`src/rtl/pw_pkg.sv`:
```
package pw_pkg;
  // Strobes from the control FSM to the page datapath
  typedef struct packed {
    logic load;    // latch start address, clear received mask
    logic store;   // store one byte at the in-page pointer
    logic commit;  // write cycle begins: rewind the scan index
    logic scan;    // present one page slot to the array this cycle
  } pwStrobes_t;
endpackage

```
`src/rtl/pw_ctrl.sv`:
```
module pw_ctrl
  import pw_pkg::*;
#(
  parameter int PAGE_BYTES   = 8,
  parameter int WRITE_CYCLES = 2000,
  localparam int TIMER_W = $clog2(WRITE_CYCLES + 1)
) (
  input  logic       clk,
  input  logic       rstN,
  input  logic       startValid,
  input  logic       byteValid,
  input  logic       csRise,
  input  logic       byteAligned,
  input  logic       writePermit,
  input  logic       pageHasData,
  output pwStrobes_t strobes,
  output logic       busy,
  output logic       writeDone
);
  typedef enum logic [1:0] {S_IDLE, S_COLLECT, S_PROGRAM} pwState_e;

  localparam logic [TIMER_W-1:0] LAST_TICK = TIMER_W'(WRITE_CYCLES - 1);
  localparam logic [TIMER_W-1:0] SCAN_END  = TIMER_W'(PAGE_BYTES);

  pwState_e state, stateNext;
  logic [TIMER_W-1:0] timer;
  logic lastTick;

  assign lastTick = (state == S_PROGRAM) && (timer == LAST_TICK);

  always_comb begin
    stateNext = state;
    strobes   = '0;
    case (state)
      S_IDLE: begin
        if (startValid) begin
          strobes.load = 1'b1;
          stateNext    = S_COLLECT;
        end
      end
      S_COLLECT: begin
        if (startValid) begin
          strobes.load = 1'b1;
        end else begin
          strobes.store = byteValid;
          if (csRise) begin
            if (byteAligned && writePermit && (pageHasData || byteValid)) begin
              strobes.commit = 1'b1;
              stateNext      = S_PROGRAM;
            end else begin
              stateNext = S_IDLE;
            end
          end
        end
      end
      S_PROGRAM: begin
        strobes.scan = (timer < SCAN_END);
        if (lastTick) stateNext = S_IDLE;
      end
      default: stateNext = S_IDLE;
    endcase
  end

  always_ff @(posedge clk) begin
    if (!rstN) begin
      state <= S_IDLE;
      timer <= '0;
    end else begin
      state <= stateNext;
      if (strobes.commit)      timer <= '0;
      else if (state == S_PROGRAM) timer <= timer + 1'b1;
    end
  end

  assign busy      = (state == S_PROGRAM);
  assign writeDone = lastTick;
endmodule

```
`src/rtl/pw_datapath.sv`:
```
module pw_datapath
  import pw_pkg::*;
#(
  parameter int ADDR_W     = 9,
  parameter int DATA_W     = 8,
  parameter int PAGE_BYTES = 8,
  localparam int IDX_W = $clog2(PAGE_BYTES),
  localparam int BASE_W = ADDR_W - IDX_W
) (
  input  logic              clk,
  input  logic              rstN,
  input  pwStrobes_t        strobes,
  input  logic [ADDR_W-1:0] startAddr,
  input  logic [DATA_W-1:0] byteData,
  output logic              pageHasData,
  output logic              memWe,
  output logic [ADDR_W-1:0] memAddr,
  output logic [DATA_W-1:0] memData
);
  logic [BASE_W-1:0]     pageBase;
  logic [IDX_W-1:0]      fillPtr;
  logic [IDX_W-1:0]      scanIdx;
  logic [PAGE_BYTES-1:0] rxMask;
  logic [DATA_W-1:0]     slotData [PAGE_BYTES];

  always_ff @(posedge clk) begin
    if (!rstN) begin
      pageBase <= '0;
      fillPtr  <= '0;
      scanIdx  <= '0;
    end else begin
      if (strobes.load) begin
        pageBase <= startAddr[ADDR_W-1:IDX_W];
        fillPtr  <= startAddr[IDX_W-1:0];
      end else if (strobes.store) begin
        fillPtr <= fillPtr + 1'b1;  // wraps inside the page
      end
      if (strobes.commit)    scanIdx <= '0;
      else if (strobes.scan) scanIdx <= scanIdx + 1'b1;
    end
  end

  for (genvar s = 0; s < PAGE_BYTES; s++) begin : g_slot
    logic hit;
    assign hit = strobes.store && (fillPtr == IDX_W'(s));
    always_ff @(posedge clk) begin
      if (!rstN) begin
        rxMask[s]   <= 1'b0;
        slotData[s] <= '0;
      end else begin
        if (strobes.load)  rxMask[s] <= 1'b0;
        else if (hit)      rxMask[s] <= 1'b1;
        if (hit) slotData[s] <= byteData;
      end
    end
  end

  assign pageHasData = |rxMask;
  assign memWe       = strobes.scan && rxMask[scanIdx];
  assign memAddr     = {pageBase, scanIdx};
  assign memData     = slotData[scanIdx];
endmodule

```
`src/rtl/pw_engine.sv`:
```
module pw_engine
  import pw_pkg::*;
#(
  parameter int ADDR_W       = 9,
  parameter int DATA_W       = 8,
  parameter int PAGE_BYTES   = 8,
  parameter int WRITE_CYCLES = 2000
) (
  input  logic              clk,
  input  logic              rstN,
  input  logic              startValid,
  input  logic [ADDR_W-1:0] startAddr,
  input  logic              byteValid,
  input  logic [DATA_W-1:0] byteData,
  input  logic              csRise,
  input  logic              byteAligned,
  input  logic              writePermit,
  output logic              busy,
  output logic              writeDone,
  output logic              memWe,
  output logic [ADDR_W-1:0] memAddr,
  output logic [DATA_W-1:0] memData
);
  pwStrobes_t strobes;
  logic pageHasData;

  pw_ctrl #(.PAGE_BYTES(PAGE_BYTES), .WRITE_CYCLES(WRITE_CYCLES)) u_ctrl (
    .clk(clk), .rstN(rstN), .startValid(startValid), .byteValid(byteValid),
    .csRise(csRise), .byteAligned(byteAligned), .writePermit(writePermit),
    .pageHasData(pageHasData), .strobes(strobes), .busy(busy),
    .writeDone(writeDone)
  );

  pw_datapath #(.ADDR_W(ADDR_W), .DATA_W(DATA_W), .PAGE_BYTES(PAGE_BYTES)) u_dp (
    .clk(clk), .rstN(rstN), .strobes(strobes), .startAddr(startAddr),
    .byteData(byteData), .pageHasData(pageHasData), .memWe(memWe),
    .memAddr(memAddr), .memData(memData)
  );
endmodule

```
`config.mk`:
```
export PLATFORM = sky130hd
export DESIGN_NAME = pw_engine
export DESIGN_NICKNAME = d
export VERILOG_FILES = /design/src/rtl/pw_pkg.sv /design/src/rtl/pw_ctrl.sv /design/src/rtl/pw_datapath.sv /design/src/rtl/pw_engine.sv
export SDC_FILE = /design/constraint.sdc
export NUM_CORES = 1
export LEC_CHECK = 0
export CORE_MARGIN = 4
export CORE_UTILIZATION = 30
export DETAILED_ROUTE_END_ITERATION = 16
export GPL_ROUTABILITY_DRIVEN = 0
export PLACE_DENSITY = 0.52
export SETUP_SLACK_MARGIN = 0.02
export SLEW_MARGIN = 0
export SYNTH_ARGS = -nofsm -noshare
export SYNTH_HDL_FRONTEND = slang
export SYNTH_SLANG_ARGS = --single-unit
```
`constraint.sdc`:
```
create_clock -name clk -period 2.8 [get_ports clk]
set_input_delay 0.56 -clock clk [delete_from_list [all_inputs] [get_ports clk]]
set_output_delay 0.56 -clock clk [all_outputs]
set_load 0.005 [all_outputs]
```
==> load_flow_metrics.sql, run 1 <==
INSERT INTO impl_metrics (metric_group, metric, value, unit) VALUES
('power', 'power.ir.vdd_worst', '302', 'uV'),
('global_routing', 'grt_first_pass_wirelength', '17200', 'um'),
('detailed_routing', 'post-route-drc-count', '0', ''),
('flow_run', 'timing.max_cap.violations', '0', ''),
('sta', 'worst-slew-pin-transition', '0.506', 'ns'),
('placement', 'hpwlAfterDp', '7360', 'um'),
('finish', 'layout.nets', '447', ''),
('detailed_routing', 'vias', '2999', ''),
('sta', 'maxSlewViolCount', '0', ''),
('yosys', 'synth_seq_cells', '100', ''),
('finish', 'mostFrequentLayoutCell', 'edfxtp_1', ''),
('detailed_routing', 'detail_route.wl_per_cell', '17.6', 'um'),
('yosys', 'synth.yosys.seq_area_share', '0.579', ''),
('clocking', 'clock_tree.buffer_depth', '2', ''),
('detailed_routing', 'ant_nets', '0', ''),
('critical_path', 'type_of_origin_of_the_critical_path', 'flop', ''),
('floorplanning', 'floorplan.initialDensity', '0.310', ''),
('floorplanning', 'die_height', '131', 'um'),
('critical_path', 'required', '2.24', 'ns'),
('critical_path', 'crit_path_max_incr_delay', '0.53', 'ns'),
('detailed_routing', 'wirelength', '10600', 'um'),
('clocking', 'tritoncts_num_sinks', '100', ''),
('yosys', 'async_flop_share', '0', ''),
('sta', 'final_min_period_over_clock_period', '0.967', ''),
('critical_path', 'crit_arrival', '2.15', 'ns'),
('sta', 'fin_worst_skew', '0.00938', 'ns'),
('finish', 'most_frequent_cells_in_the_layout', '64 x edfxtp_1, 54 x and3_1, 41 x clkdlybuf4s50_1', ''),
('clocking', 'clock-root-buffer', 'clkbuf_16', ''),
('sta', 'setup_tns', '0', 'ns'),
('finish', 'drive_above_1_share', '0.174', ''),
('power', 'total_power', '3.06', 'mW'),
('placement', 'dp_slack', '0.334', 'ns'),
('clocking', 'clk-insertion-delay-late', '0.34', 'ns'),
('floorplanning', 'ios', '44', ''),
('critical_path', 'type_of_element_capturing_the_critical_path', 'output port', ''),
('floorplanning', 'design.die.area', '17200', 'um2'),
('sta', 'worst_slew_margin_rel', '0.663', ''),
('global_routing', 'grt_max_degree', '41', ''),
('clocking', 'tritoncts', 'yes', ''),
('global_routing', 'grt.total_usage', '0.125', ''),
('yosys', 'yosys.cell_types.count', '39', ''),
('floorplanning', 'core_area', '14700', 'um2'),
('power', 'powerDensity', '543', 'nW/um2'),
('yosys', 'synth_warnings', '0', ''),
('global_routing', 'antenna_found_initial', '0', ''),
('yosys', 'mappedNetlistArea', '4560', 'um2'),
('finish', 'layout.filler_cells', '1424', ''),
('critical_path', 'worst-setup-path-type', 'reg -> out', ''),
('critical_path', 'cells_traversed_along_the_worst_timing_path', 'buf_12 -> mux4_2 -> mux2_2 -> clkdlybuf4s50_1', ''),
('sta', 'final_critical_path_setup_slack', '0.0936', 'ns'),
('sta', 'timing.final.hold_violations', '0', ''),
('floorplanning', 'die_width', '131', 'um'),
('finish', 'number_of_non_filler_instances_in_the_completed_layout', '604', ''),
('yosys', 'synth_enable_flop_cells', '64', ''),
('placement', 'port_buffers', '43', ''),
('sta', 'timing.fmax', '370', 'MHz'),
('clocking', 'cts-buffers-inserted', '9', ''),
('finish', 'antenna-diode-count', '0', ''),
('detailed_routing', 'drt_pass_1_iters', '4', ''),
('placement', 'dp.cells', '585', ''),
('sta', 'unrepaired_setup_endpoints_after_global_routing', 'yes', ''),
('yosys', 'ys_dominant_reg_cell', 'edfxtp_1', ''),
('yosys', 'post_synth.cell_area_avg', '12.5', 'um2'),
('sta', 'timing.final.crit_period', '2.71', 'ns'),
('global_routing', 'grt.overflow.total', '0', ''),
('yosys', 'net_count_after_synthesis', '396', ''),
('global_routing', 'first_global_vias', '3081', ''),
('detailed_routing', 'detailedRoute.firstIterationViolations', '207', ''),
('critical_path', 'critical_path.max_fanout', '8', ''),
('sta', 'setup_viol', '0', ''),
('finish', 'layout-area-overhead-vs-synth', '23.6', '%'),
('yosys', 'syn-instance-count', '364', ''),
('hold_path', 'hold_path.class', 'reg -> reg', ''),
('detailed_routing', 'avgViaCountPerCell', '4.97', ''),
('clocking', 'h_tree_levels', '3', ''),
('power', 'p_leak', '2.25', 'nW'),
('run_status', 'status', 'finished clean', ''),
('clocking', 'clkTransAtPathRegs', '0.07', 'ns'),
('critical_path', 'critPathSlowestCell', 'mux4_2', ''),
('floorplanning', 'std_cell_rows', '44', '');
-- registers in the layout, summed over array words and instances, names as in the netlist, named ones only --
name           count
u_dp.pageBase      6
u_ctrl.timer      11
u_dp.rxMask        8
u_ctrl.state       2
u_dp.slotData     64
u_dp.fillPtr       3
u_dp.scanIdx       3
-- per-layer routing --
layer	GRT usage	up-vias	part of all wire
met5	0	-	0
met4	0.0245	0	0.0084
met3	0.0325	8	0.040
met2	0.204	70	0.47
met1	0.171	1489	0.48
li1	-	1432	-
-- power breakdown --
group,total (mW),internal [mW],switching [mW]
Clock,1.24,0.713,0.527
Sequential,1.62,1.61,0.0184
Combinational,0.194,0.0934,0.100
-- repair_timing --
| action | 4_1_cts | 5_1_grt |
|---|---|---|
| gates cloned | 1 | 0 |
| gates resized for setup | 4 | 9 |
| setup buffers | 0 | 2 |
| hold buffers | 0 | 0 |
| setup endpoints to repair | 2 | 5 |
-- through the flow --
stage                     area (um2)  utilization  hold WS [ns]
after CTS                       5600        0.381         0.460
after global routing            5640        0.383         0.490
after floorplan                 4560            -         0.433
after detailed placement        5270        0.358         0.449
after global placement          5270        0.358         0.443
final                           5640        0.383         0.455
-- worst max-delay path: cells and delay by family, from the launching register on --
kind / cells / cell delay, ns
multiplexers: 2 / 0.81
buffers and inverters: 2 / 0.61
flip-flops: 1 / 0.40
-- kinds of logic (layout without fill, tap and decap cells) --
logic type / count (synthesis) / after routing / share of synthesized area
xor gates and xnor gates: 13 / 13 / 0.0250
and+or+nand+nor: 166 / 166 / 0.204
buffers and inverters: 31 / 87 / 0.0296
muxes: 30 / 30 / 0.118
AOI/OAI and AO/OA: 16 / 16 / 0.0214
DFF: 100 / 100 / 0.579
adders and majority gates: 8 / 8 / 0.0219
-- path summary, 6_finish.rpt --
| check | startpoint | endpoint | slack (ns) | depth (start not counted) |
|---|---|---|---|---|
| min reg2reg | u_dp.pageBase[0]$_SDFFE_PN0P_ | u_dp.pageBase[0]$_SDFFE_PN0P_ | 0.45 | 2 |
| max reg2reg | u_ctrl.state[0]$_SDFFE_PN0P_ | u_dp.slotData[3][2]$_SDFFCE_PN0P_ | 0.92 | 3 |
| min | u_dp.pageBase[0]$_SDFFE_PN0P_ | u_dp.pageBase[0]$_SDFFE_PN0P_ | 0.45 | 2 |
| max | flop | memData[7] | 0.09 | 4 |
-- cells in the mapped netlist, drive strengths merged, types with 2 or more instances --
library cell  count  area share
nand4b            2      0.0038
nor2b             4      0.0055
nor2             36       0.030
mux4             18       0.090
nand4             7      0.0096
nand2            17       0.014
mux2              8       0.020
xnor2             8       0.015
inv               8      0.0066
edfxtp           64        0.42
nor3b             3      0.0049
xor2              5      0.0096
and2             17       0.023
and3             54       0.074
or4               2      0.0041
a21oi            10       0.011
nand2b            7      0.0096
a211oi            2      0.0033
nand3b            2      0.0033
clkbuf           16       0.013
dfxtp            36        0.16
ha                8       0.022
nand3             5      0.0055
o21ai             2      0.0030
nor4              3      0.0074
buf               7      0.0099
mux2i             4      0.0088
nor3              5      0.0055
-- area by class of cell --
cell class	count	area (um2)	area share
clock inverters	5	52.6	0.00932
clock buffers	11	243	0.0431
multi-input cells	233	1800	0.319
well taps	184	230	0.0408
inverters	8	30.0	0.00533
flip-flops and latches	100	2650	0.471
repair buffers	63	631	0.112
Note: power is estimated with default switching activity, not from simulation.
==> run 2: changes to the inputs <==
CELL_PAD_IN_SITES_DETAIL_PLACEMENT = 0   (was default)
CELL_PAD_IN_SITES_GLOBAL_PLACEMENT = 1   (was default)
PLACE_DENSITY = 0.6   (was 0.52)
==> run 2 against run 1 <==
  * Fmax down 0.58%
  * Combinational power hardly changed
  * Global-route usage shrank 0.22 points
  * Routed wire length is 1.0% lower
  * Via count down 0.83%
  * Clock skew is essentially flat
  * Non-clock buffer count unchanged
  * Sequential power is essentially flat
  * Die area stayed put
  * Total power increased by 6.3%
  * Register-to-register slack gained 0.08 ns
  * Critical path depth stayed put
  * Largest cell class unchanged
  * Largest power group unchanged
==> load_flow_metrics.sql, run 2 (synthesis gave the netlist of run 1 again) <==
INSERT INTO impl_metrics (metric_group, metric, value, unit) VALUES
('finish', 'drive_above_1_share', '0.171', ''),
('critical_path', 'cells_traversed_along_the_worst_timing_path', 'buf_12 -> mux4_2 -> mux2_2 -> clkdlybuf4s50_1', ''),
('finish', 'mostFrequentLayoutCell', 'edfxtp_1', ''),
('finish', 'regMostFlops', 'u_dp.slotData', ''),
('critical_path', 'cp_num_buf_inv', '2', ''),
('detailed_routing', 'detail_route.wl_per_cell', '17.4', 'um'),
('clocking', 'clock_tree.buffer_depth', '2', ''),
('clocking', 'clkTransAtPathRegs', '0.07', 'ns'),
('finish', 'layout.nets', '447', ''),
('finish', 'largest_registers_ranked_by_flip_flop_count', 'u_dp.slotData: 64 flops, u_ctrl.timer: 11 flops, u_dp.rxMask: 8 flops', ''),
('detailed_routing', 'drt_pass_1_iters', '4', ''),
('power', 'powerDensity', '573', 'nW/um2'),
('critical_path', 'required', '2.24', 'ns'),
('sta', 'setup_viol', '0', ''),
('sta', 'final_min_period_over_clock_period', '0.972', ''),
('placement', 'hpwlAfterDp', '6980', 'um'),
('clocking', 'postCtsSetupBuffers', '0', ''),
('global_routing', 'grt_first_pass_wirelength', '16700', 'um'),
('detailed_routing', 'avgViaCountPerCell', '4.92', ''),
('critical_path', 'critical_path_cell_count', '4', ''),
('critical_path', 'type_of_element_capturing_the_critical_path', 'output port', ''),
('detailed_routing', 'detailedRoute.firstIterationViolations', '161', ''),
('global_routing', 'first_global_vias', '3103', ''),
('sta', 'unrepaired_setup_endpoints_after_global_routing', 'yes', ''),
('critical_path', 'worst-setup-path-type', 'reg -> out', ''),
('detailed_routing', 'ant_nets', '0', ''),
('critical_path', 'worst-r2r-cell-count', '3', ''),
('clocking', 'clock-root-buffer', 'clkbuf_16', ''),
('clocking', 'cts-buffers-inserted', '9', ''),
('sta', 'worst-slew-pin-transition', '0.506', 'ns'),
('clocking', 'tritoncts', 'yes', ''),
('sta', 'worst_slew_margin_rel', '0.662', ''),
('global_routing', 'grt.overflow.total', '0', ''),
('power', 'total_switching_power', '669', 'uW'),
('power', 'power.ir.vdd_worst', '372', 'uV'),
('finish', 'most_frequent_cells_in_the_layout', '64 x edfxtp_1, 54 x and3_1, 43 x clkdlybuf4s50_1', ''),
('critical_path', 'cpLargestDelayFamily', 'multiplexers', ''),
('critical_path', 'crit_arrival', '2.16', 'ns'),
('sta', 'fin_worst_skew', '0.00908', 'ns'),
('hold_path', 'hold_path.class', 'reg -> reg', ''),
('floorplanning', 'core_area', '14700', 'um2'),
('critical_path', 'critPathSlowestCell', 'mux4_2', ''),
('clocking', 'cts_hold_repair.buffers', '0', ''),
('clocking', 'tritoncts_num_sinks', '100', ''),
('floorplanning', 'die_width', '131', 'um'),
('power', 'clkPwrFrac', '0.441', ''),
('floorplanning', 'die_height', '131', 'um'),
('critical_path', 'worstReg2RegStart', 'u_ctrl.state[0]$_SDFFE_PN0P_', ''),
('power', 'p_int', '2.58', 'mW'),
('sta', 'timing.final.hold_violations', '0', ''),
('hold_path', 'hold_path_startpoint', 'u_dp.pageBase[3]$_SDFFE_PN0P_', ''),
('floorplanning', 'std_cell_rows', '44', ''),
('hold_path', 'min_path_cells', '2', ''),
('detailed_routing', 'wirelength', '10500', 'um'),
('power', 'seq_power_share', '0.500', ''),
('power', 'p_leak', '2.24', 'nW'),
('placement', 'port_buffers', '43', ''),
('finish', 'antenna-diode-count', '0', ''),
('sta', 'setup_tns', '0', 'ns'),
('critical_path', 'critical_path.max_fanout', '8', ''),
('detailed_routing', 'vias', '2974', ''),
('finish', 'layout-area-overhead-vs-synth', '24.3', '%'),
('global_routing', 'grt.total_usage', '0.123', ''),
('run_status', 'status', 'finished clean', ''),
('power', 'total_power', '3.25', 'mW'),
('finish', 'largest_reg_flops', '64', ''),
('floorplanning', 'ios', '44', ''),
('critical_path', 'type_of_origin_of_the_critical_path', 'flop', ''),
('flow_run', 'timing.max_cap.violations', '0', ''),
('floorplanning', 'design.die.area', '17200', 'um2'),
('critical_path', 'crit_path_max_incr_delay', '0.51', 'ns'),
('sta', 'timing.final.crit_period', '2.72', 'ns'),
('power', 'power.share.combinational', '0.060', ''),
('clocking', 'clk-insertion-delay-late', '0.34', 'ns'),
('floorplanning', 'floorplan.initialDensity', '0.310', ''),
('sta', 'timing.fmax', '367', 'MHz'),
('detailed_routing', 'post-route-drc-count', '0', ''),
('clocking', 'h_tree_levels', '3', ''),
('sta', 'maxSlewViolCount', '0', ''),
('power', 'power.share.switching', '0.206', ''),
('global_routing', 'antenna_found_initial', '0', ''),
('global_routing', 'grt_max_degree', '28', '');
[run 2: area by class of cell]
class | count | area (um2)
clock buffer | 9 | 225
multi-input combinational | 233 | 1800
inverter | 8 | 30.0
sequential | 100 | 2650
clock inverter | 7 | 123
tap | 184 | 230
fill | 1408 | 9030
timing repair buffer | 63 | 611
[run 2: routing by layer]
metal  track usage  vias to the layer above  part of all wire
li1              -                     1435                 -
met1         0.163                     1440              0.46
met2         0.199                       86              0.46
met3        0.0348                       13             0.063
met4        0.0362                        0             0.015
met5             0                        -                 0
[run 2: metrics by stage]
| step | hold slack (ns) | utilization | worst slack, ns | instance area [um2] | std cells |
|---|---|---|---|---|---|
| after CTS | 0.467 | 0.383 | 0.0177 | 5630 | 603 |
| after global routing | 0.491 | 0.386 | 0.0134 | 5670 | 604 |
| final | 0.464 | 0.386 | 0.0780 | 5670 | 604 |
| after detailed placement | 0.451 | 0.359 | 0.364 | 5270 | 587 |
| after global placement | 0.443 | 0.359 | 0.369 | 5270 | 587 |
| after floorplan | 0.433 | - | 0.637 | 4560 | 364 |
[run 2: path summary, 6_finish.rpt]
| path | to | slack [ns] |
|---|---|---|
| worst max-delay path | memData[4] | 0.08 |
| worst min-delay path | u_dp.pageBase[3]$_SDFFE_PN0P_ | 0.46 |
| worst max register to register | u_dp.slotData[3][1]$_SDFFCE_PN0P_ | 1.00 |
| worst min register to register | u_dp.pageBase[3]$_SDFFE_PN0P_ | 0.46 |
[run 2: power by group through the flow]
stage / registers (mW) / logic, mW / clock network [mW]
3_5_place_dp: 1.66 / 0.197 / 0
3_3_place_gp: 1.66 / 0.196 / 0
5_1_grt: 1.63 / 0.214 / 1.53
4_1_cts: 1.63 / 0.198 / 1.47
6_report: 1.62 / 0.194 / 1.43
2_1_floorplan: 1.65 / 0.0926 / 0
[run 2: worst reg2reg max path: cells and delay by family, from the launching register on]
| family | cells | cell delay, ns |
|---|---|---|
| simple gates | 3 | 0.93 |
| flops | 1 | 0.52 |
[run 2: timing repair]
action / 4_1_cts / 5_1_grt
setup endpoints to repair: 2 / 8
gates cloned: 0 / 1
endpoints found under the hold margin: 0 / 0
pin swaps: 0 / 0
gates resized for setup: 2 / 6
==> run 3: changes to the inputs <==
RECOVER_POWER = 100   (was default)
==> run 3 against run 2 <==
  * Global-route usage is the same
  * First-iteration DRC count shrank 18%
  * Clock-buffer cell count is the same
  * Via count is essentially flat
  * Sequential power is essentially flat
  * Sequential share of layout area grew 0.73 points
  * Combinational power shrank 5%
==> load_flow_metrics.sql, run 3 (synthesis gave the netlist of run 1 again) <==
INSERT INTO impl_metrics (metric_group, metric, value, unit) VALUES
('run_status', 'status', 'finished clean', ''),
('sta', 'maxSlewViolCount', '0', ''),
('sta', 'unrepaired_setup_endpoints_after_global_routing', 'yes', ''),
('finish', 'drive_above_1_share', '0.131', ''),
('critical_path', 'crit_arrival', '2.15', 'ns'),
('global_routing', 'grt.total_usage', '0.123', ''),
('sta', 'timing.fmax', '369', 'MHz'),
('detailed_routing', 'drt_pass_1_iters', '4', ''),
('finish', 'largest_registers_ranked_by_flip_flop_count', 'u_dp.slotData: 64 flops, u_ctrl.timer: 11 flops, u_dp.rxMask: 8 flops', ''),
('floorplanning', 'design.die.area', '17200', 'um2'),
('clocking', 'tritoncts_num_sinks', '100', ''),
('sta', 'setup_tns', '0', 'ns'),
('hold_path', 'hold_path.class', 'reg -> reg', ''),
('clocking', 'clk-insertion-delay-late', '0.34', 'ns'),
('sta', 'final_min_period_over_clock_period', '0.969', ''),
('sta', 'setup_viol', '0', ''),
('floorplanning', 'floorplan.initialDensity', '0.310', ''),
('finish', 'largest_reg_flops', '64', ''),
('finish', 'number_of_non_filler_instances_in_the_completed_layout', '604', ''),
('global_routing', 'first_global_vias', '3103', ''),
('detailed_routing', 'detail_route.wl_per_cell', '17.5', 'um'),
('finish', 'layout.filler_cells', '1424', ''),
('finish', 'mostFrequentLayoutCell', 'edfxtp_1', ''),
('power', 'total_power', '3.25', 'mW'),
('flow_run', 'timing.max_cap.violations', '0', ''),
('global_routing', 'antenna_found_initial', '0', ''),
('placement', 'port_buffers', '43', ''),
('sta', 'worst_slew_margin_rel', '0.551', ''),
('detailed_routing', 'vias', '2976', ''),
('finish', 'layout-area-overhead-vs-synth', '22.4', '%'),
('detailed_routing', 'ant_nets', '0', ''),
('critical_path', 'type_of_origin_of_the_critical_path', 'flop', ''),
('critical_path', 'required', '2.24', 'ns'),
('clocking', 'clock_tree.buffer_depth', '2', ''),
('finish', 'regMostFlops', 'u_dp.slotData', ''),
('detailed_routing', 'wirelength', '10600', 'um'),
('placement', 'hpwlAfterDp', '6980', 'um'),
('floorplanning', 'ios', '44', ''),
('sta', 'timing.final.hold_violations', '0', ''),
('floorplanning', 'die_width', '131', 'um'),
('power', 'powerDensity', '582', 'nW/um2'),
('clocking', 'clock-root-buffer', 'clkbuf_16', ''),
('detailed_routing', 'post-route-drc-count', '0', ''),
('floorplanning', 'core_area', '14700', 'um2'),
('sta', 'worst-slew-pin-transition', '0.674', 'ns'),
('finish', 'utilization', '0.380', ''),
('finish', 'antenna-diode-count', '0', ''),
('finish', 'layout.nets', '447', ''),
('sta', 'fin_worst_skew', '0.00842', 'ns'),
('detailed_routing', 'detailedRoute.firstIterationViolations', '132', ''),
('detailed_routing', 'avgViaCountPerCell', '4.93', ''),
('placement', 'placedInstanceArea', '5270', 'um2'),
('global_routing', 'grt_max_degree', '28', ''),
('clocking', 'postCtsSetupBuffers', '0', ''),
('finish', 'most_frequent_cells_in_the_layout', '64 x edfxtp_1, 54 x and3_1, 36 x nor2_1', ''),
('finish', 'post-route-cell-area', '5580', 'um2'),
('power', 'p_leak', '2.19', 'nW'),
('global_routing', 'grt.overflow.total', '0', ''),
('global_routing', 'grt_first_pass_wirelength', '16700', 'um'),
('floorplanning', 'die_height', '131', 'um'),
('critical_path', 'worst-setup-path-type', 'reg -> out', ''),
('critical_path', 'critical_path.max_fanout', '8', ''),
('clocking', 'tritoncts', 'yes', ''),
('sta', 'final_critical_path_setup_slack', '0.0872', 'ns'),
('clocking', 'h_tree_levels', '3', ''),
('clocking', 'cts-buffers-inserted', '9', ''),
('power', 'power.ir.vdd_worst', '372', 'uV'),
('critical_path', 'type_of_element_capturing_the_critical_path', 'output port', ''),
('floorplanning', 'std_cell_rows', '44', ''),
('placement', 'dp.cells', '587', ''),
('sta', 'holdWs', '0.460', 'ns'),
('placement', 'dp_slack', '0.364', 'ns'),
('clocking', 'clkTransAtPathRegs', '0.07', 'ns'),
('sta', 'timing.final.crit_period', '2.71', 'ns');
-- run 3: cell count changes in the layout (fill, tap and decap cells not counted), moves of 10 or more --
cell,before,now
buf_4,18,4
clkbuf_1,0,14
dlygate4sd3_1,0,11
clkdlybuf4s50_1,43,32
and2_0,0,10
and2_1,17,7
-- run 3: power breakdown --
group          internal (mW)  leakage [nW]  switching (mW)  total (mW)
Combinational         0.0857          1.06          0.0993       0.185
Clock                  0.882         0.170           0.554        1.44
Sequential              1.61         0.957          0.0177        1.62
Total                   2.57          2.19           0.672        3.25
-- run 3: path summary, 6_finish.rpt --
kind | startpoint | end | slack, ns | cells past startpoint
max | flop | memData[3] | 0.09 | 4
min | u_dp.pageBase[3]$_SDFFE_PN0P_ | u_dp.pageBase[3]$_SDFFE_PN0P_ | 0.46 | 2
max reg2reg | u_ctrl.state[0]$_SDFFE_PN0P_ | flop | 0.75 | 5
min reg2reg | u_dp.pageBase[3]$_SDFFE_PN0P_ | u_dp.pageBase[3]$_SDFFE_PN0P_ | 0.46 | 2
-- run 3: routing by layer --
layer  routed length, um  vias up  global-route usage
met3                 489       13              0.0348
met1                5110     1467               0.163
met2                4800       62               0.199
met5                   0        -                   0
li1                    -     1434                   -
met4                 157        0              0.0362
-- run 3: critical path: stages (launching register included) --
cell	delay, ns
dfxtp_4	0.39
buf_6	0.18
mux4_2	0.52
mux2_2	0.28
clkdlybuf4s50_1	0.44
-- run 3: layout make-up --
cell class | instances | area (um2) | share of cell area
clock inverter | 7 | 123 | 0.0220
inverter | 8 | 30.0 | 0.00538
multi-input combinational | 233 | 1780 | 0.319
clock buffer | 9 | 225 | 0.0404
tap | 184 | 230 | 0.0413
timing repair buffer | 63 | 544 | 0.0975
sequential | 100 | 2650 | 0.475
-- run 3: what timing repair did --
action,CTS,global route
cloned,0,1
hold buffers,0,0
setup endpoints to repair,2,8
resized for setup,2,6
